## src/rtl/lar_pkg.sv

```systemverilog
package lar_pkg;
  localparam int FLIT_W  = 76;
  localparam int DATA_W  = 64;
  localparam int TAIL_B  = DATA_W;
  localparam int PORT_W  = 5;
  localparam int PORT_LO = TAIL_B + 1;
  localparam int DEST_W  = 3;
  localparam int XD_LO   = PORT_LO + PORT_W;
  localparam int YD_LO   = XD_LO + DEST_W;

  localparam int P_NORTH = 0;
  localparam int P_SOUTH = 1;
  localparam int P_EAST  = 2;
  localparam int P_WEST  = 3;
  localparam int P_SELF  = 4;

  typedef struct packed {
    logic load;     // capture a flit this cycle
    logic rewrite;  // captured flit is a head: replace its next-port field
  } laStrobe_t;
endpackage

```

## src/rtl/lar_ctrl.sv

```systemverilog
module lar_ctrl
  import lar_pkg::*;
(
  input  logic      clk,
  input  logic      rstN,
  input  logic      inValid,
  input  logic      inTail,
  output laStrobe_t strobe,
  output logic      outValid
);
  logic expectHead;

  always_ff @(posedge clk or negedge rstN) begin
    if (!rstN) begin
      expectHead <= 1'b1;
      outValid   <= 1'b0;
    end else begin
      outValid <= inValid;
      if (inValid) expectHead <= inTail;
    end
  end

  always_comb begin
    strobe.load    = inValid;
    strobe.rewrite = inValid & expectHead;
  end
endmodule

```

## src/rtl/lar_dpath.sv

```systemverilog
module lar_dpath
  import lar_pkg::*;
#(
  parameter int COORD_W = 2
) (
  input  logic               clk,
  input  logic               rstN,
  input  logic [COORD_W-1:0] myX,
  input  logic [COORD_W-1:0] myY,
  input  logic [FLIT_W-1:0]  inFlit,
  input  laStrobe_t          strobe,
  output logic [FLIT_W-1:0]  outFlit
);
  localparam int WIDE_W = ((DEST_W > COORD_W) ? DEST_W : COORD_W) + 1;

  logic [PORT_W-1:0] inPort;
  logic [PORT_W-1:0] newPort;
  logic [WIDE_W-1:0] nextX, nextY, destX, destY;
  logic [FLIT_W-1:0] newFlit;

  assign inPort = inFlit[PORT_LO +: PORT_W];
  assign destX  = WIDE_W'(inFlit[XD_LO +: DEST_W]);
  assign destY  = WIDE_W'(inFlit[YD_LO +: DEST_W]);

  // neighbour address from the port the flit leaves on here
  always_comb begin
    nextX = WIDE_W'(myX);
    nextY = WIDE_W'(myY);
    if (inPort[P_NORTH])     nextY = WIDE_W'(myY) + WIDE_W'(1);
    else if (inPort[P_SOUTH]) nextY = WIDE_W'(myY) - WIDE_W'(1);
    else if (inPort[P_EAST])  nextX = WIDE_W'(myX) + WIDE_W'(1);
    else if (inPort[P_WEST])  nextX = WIDE_W'(myX) - WIDE_W'(1);
  end

  // x first, then y, then local delivery
  always_comb begin
    newPort = '0;
    if (destX > nextX)      newPort[P_EAST]  = 1'b1;
    else if (destX < nextX) newPort[P_WEST]  = 1'b1;
    else if (destY > nextY) newPort[P_NORTH] = 1'b1;
    else if (destY < nextY) newPort[P_SOUTH] = 1'b1;
    else                    newPort[P_SELF]  = 1'b1;
  end

  always_comb begin
    newFlit = inFlit;
    if (strobe.rewrite) newFlit[PORT_LO +: PORT_W] = newPort;
  end

  always_ff @(posedge clk or negedge rstN) begin
    if (!rstN)            outFlit <= '0;
    else if (strobe.load) outFlit <= newFlit;
  end
endmodule

```

## src/rtl/lar_route_unit.sv

```systemverilog
module lar_route_unit
  import lar_pkg::*;
#(
  parameter int COORD_W = 2
) (
  input  logic               clk,
  input  logic               rstN,
  input  logic [COORD_W-1:0] myX,
  input  logic [COORD_W-1:0] myY,
  input  logic               inValid,
  input  logic [FLIT_W-1:0]  inFlit,
  output logic               outValid,
  output logic [FLIT_W-1:0]  outFlit
);
  laStrobe_t strobe;

  lar_ctrl ctrl_i (
    .clk      (clk),
    .rstN     (rstN),
    .inValid  (inValid),
    .inTail   (inFlit[TAIL_B]),
    .strobe   (strobe),
    .outValid (outValid)
  );

  lar_dpath #(.COORD_W(COORD_W)) dpath_i (
    .clk     (clk),
    .rstN    (rstN),
    .myX     (myX),
    .myY     (myY),
    .inFlit  (inFlit),
    .strobe  (strobe),
    .outFlit (outFlit)
  );
endmodule

```

## config.mk

```make
export PLATFORM = sky130hd
export DESIGN_NAME = lar_route_unit
export DESIGN_NICKNAME = d
export VERILOG_FILES = /design/src/rtl/lar_pkg.sv /design/src/rtl/lar_ctrl.sv /design/src/rtl/lar_dpath.sv /design/src/rtl/lar_route_unit.sv
export SDC_FILE = /design/constraint.sdc
export NUM_CORES = 1
export LEC_CHECK = 0
export ABC_AREA = 1
export CAP_MARGIN = 40
export CELL_PAD_IN_SITES_DETAIL_PLACEMENT = 1
export CELL_PAD_IN_SITES_GLOBAL_PLACEMENT = 2
export CORE_UTILIZATION = 24
export CTS_BUF_LIST = sky130_fd_sc_hd__clkbuf_4 sky130_fd_sc_hd__clkbuf_8
export DETAILED_ROUTE_END_ITERATION = 6
export PLACE_DENSITY = 0.92
export SLEW_MARGIN = 40
export SYNTH_ARGS = -nofsm -noshare
export SYNTH_HDL_FRONTEND = slang
export SYNTH_HIERARCHICAL = 1
export SYNTH_SLANG_ARGS = --single-unit
```

## constraint.sdc

```tcl
create_clock -name clk -period 2.9 [get_ports clk]
set_input_delay 0.58 -clock clk [delete_from_list [all_inputs] [get_ports clk]]
set_output_delay 0.58 -clock clk [all_outputs]
set_load 0.05 [all_outputs]
```

==> impl_metrics.csv <==
group,metric,value,unit
worst_setup_path,cp_slowest_cell,"clkdlybuf4s50_1",
synthesis,synthArstFlopShare,100.0,%
cells_and_area,final_cell_mix,"223 x nand2_1, 157 x clkdlybuf4s50_1, 77 x dfrtp_1, 13 x inv_1",
floorplanning,rows,42,
global_routing,grt_pass1_vias,3294,
global_routing,grt_use_total,15.22,%
sta,tns,0,ns
worst_setup_path,crit_type,"input pin to register",
cells_and_area,area_delta_synth_final,60.24,%
sta,setup_viol,0,
global_routing,grt_max_degree,44,
cells_and_area,fin_nets,635,
pwr,p_per_area,560.8,nW/um^2
worst_setup_path,arrival,2.57,ns
sta,max_freq,438.9,MHz
cells_and_area,final_common_cell,"nand2_1",
sta,rsz0062_at_grt,"false",
run,cap_violations,0,
outcome,status,"finished clean",
worst_setup_path,crit_fanout,3,
routing,final_antenna_net_count,0,
sta,worst_slew_pin_slew,0.5685,ns
clock_tree,clkTransAtPathRegs,0.08,ns
worst_setup_path,max_stage_delay,0.52,ns
floorplanning,core,13300,um^2
synthesis,synth_area,3286,um^2
floorplanning,start_util,24.71,%
worst_setup_path,worstSetupEndpointType,"register",
cells_and_area,final_cell_area,5265,um^2
clock_tree,cts_tree,"yes",
routing,wirelength,10.22,mm
global_routing,gr-total-overflow,0,
clock_tree,cts_resized,0,
synthesis,synth_flop_cell,"dfrtp_1",
synthesis,ys_seq_elements,78,
hold_path,hp-class,"input pin to async pin",
synthesis,synth_edf_count,0,
pwr,peakVddDrop,0.1734,mV
synthesis,ys_seq_area_share,59.44,%
clock_tree,cts_buffer_depth,2,
worst_setup_path,critical-path-top-delay-family,"adder cells",
clock_tree,clock_latency,0.35,ns
clock_tree,post_cts_buffers,0,
clock_tree,root_buffer,"clkbuf_8",
sta,hold_violations,0,
sta,fin_crit_sh,78.56,%
place,placed_area,5072,um^2
global_routing,grt_pass1_wl,16.77,mm
worst_setup_path,worst-path-buf-inv,2,
place,dp_hpwl,7.357,mm
sta,drv_slew,0,
global_routing,antenna_found_initial,0,
place,portBuffers,159,
pwr,p_leak,0.002557,uW
sta,period_minus_slack,2.278,ns
synthesis,avgSynthCellArea,8.556,um^2
floorplanning,die_y,119.0,um
synthesis,syn_inst,384,
routing,via_per_inst,4.280,
routing,avgRoutedWirePerCell,14.16,um
routing,vias,3090,
clock_tree,cts.sinks,78,
worst_setup_path,cp_cell_sequence,"clkdlybuf4s50_1, inv_1, ha_1, xnor2_1, o21ai_0, ha_1, nand3_1, nand2_1, nand3_2, nor2_2, nand2_1, a21oi_2",
sta,fin_skew,0.002969,ns
synthesis,syn-num-nets,477,
clock_tree,cts.htree.levels,3,
synthesis,synth_cell_type_count,25,
sta,max_slew_margin,62.04,%
worst_setup_path,startpoint_type,"input pin",
place,gp_congestion,0.8073,
clock_tree,cts_hold_buffers,0,
routing,drt-initial-drc-count,131,
floorplanning,num_io_pins,160,
clock_tree,cts-buffers-inserted,9,
cells_and_area,drive_above_1_share,5.678,%
routing,first_pass_iters,4,
cells_and_area,antennaDiodeCount,0,
routing,drc,0,
synthesis,ys.warnings.count,6,
floorplanning,die_w,119.0,um
floorplanning,die-area,14160,um^2
worst_setup_path,cp.required,3.19,ns
==> cells by family after synthesis <==
logic type	after synthesis	synth area share [%]
AO/OA/AOI/OAI	21	3.618
buffers and inverters	32	4.151
AND/OR/NAND/NOR	240	28.18
XOR/XNOR	3	0.7998
flip-flops	78	59.44
adder cells (fa/ha/maj)	10	3.808
==> final timing paths <==
kind	start	to	slack, ns	depth (start not counted)
setup / recovery	myX[0]	dpath_i/outFlit[69]$_DFFE_PN0P_	0.62	12
hold / removal	rstN	dpath_i/outFlit[36]$_DFFE_PN0P_	0.18	1
setup reg to reg	ctrl_i/expectHead$_DFFE_PN1P_	dpath_i/outFlit[69]$_DFFE_PN0P_	1.73	6
hold reg to reg	dpath_i/outFlit[27]$_DFFE_PN0P_	dpath_i/outFlit[27]$_DFFE_PN0P_	0.47	2
max in group asynchronous	rstN	dpath_i/outFlit[59]$_DFFE_PN0P_	2.08	2
min in group clk	dpath_i/outFlit[27]$_DFFE_PN0P_	dpath_i/outFlit[27]$_DFFE_PN0P_	0.47	2
==> worst register-to-register path: cells and delay by family, from the launching register on <==
kind / cells / cell delay, ns
buf+inv: 1 / 0.12
simple gates: 4 / 0.34
flops: 1 / 0.54
compound gates: 1 / 0.10
==> report_power, final <==
part	internal, uW	switching, uW
clock	423	400
combinational	327	562
sequential	1190	56.0
==> Yosys cell counts, drive strengths merged (2+ instances only) <==
cell type | number | area share, %
nor2 | 10 | 1.3
clkbuf | 5 | 0.57
nand3 | 4 | 0.76
a21oi | 12 | 2.1
buf | 12 | 1.9
xor2 | 2 | 0.53
nand3b | 2 | 0.46
inv | 15 | 1.7
ha | 10 | 3.8
nand2 | 224 | 26
o21ai | 6 | 0.91
dfrtp | 77 | 59
==> flip-flops by register name, summed over array words and instances, names as in the netlist <==
signal,flops
dpath_i/outFlit,76
ctrl_i/outValid,1
ctrl_i/expectHead,1
==> layout make-up <==
cell class,count,area (um^2)
fill,1560,8030
clock inverter,4,47.55
inverter,15,56.30
sequential,78,1953
multi-input combinational,274,1196
timing repair buffer,164,1647
clock buffer,11,145.1
tap,176,220.2
==> per-stage QoR <==
stage	cells	hold slack (ns)	worst slack, ns	power [uW]	util (%)
2_1_floorplan	384	0.2844	0.9145	1756	-
5_1_grt	722	0.2028	0.4295	3099	39.60
3_3_place_gp	707	0.4522	0.2918	2144	38.15
3_5_place_dp	707	0.4583	0.2442	2160	38.15
6_report	722	0.1837	0.6218	2953	39.60
4_1_cts	722	0.1843	0.6391	3004	39.60
==> layer usage <==
layer	vias up	global-route usage, %	wire [um]
met4	0	6.171	163
met3	12	3.113	491
met1	1497	18.26	4366
li1	1481	-	-
met2	100	26.42	5199
met5	-	0	0
Power figures use the tool's default switching activity.
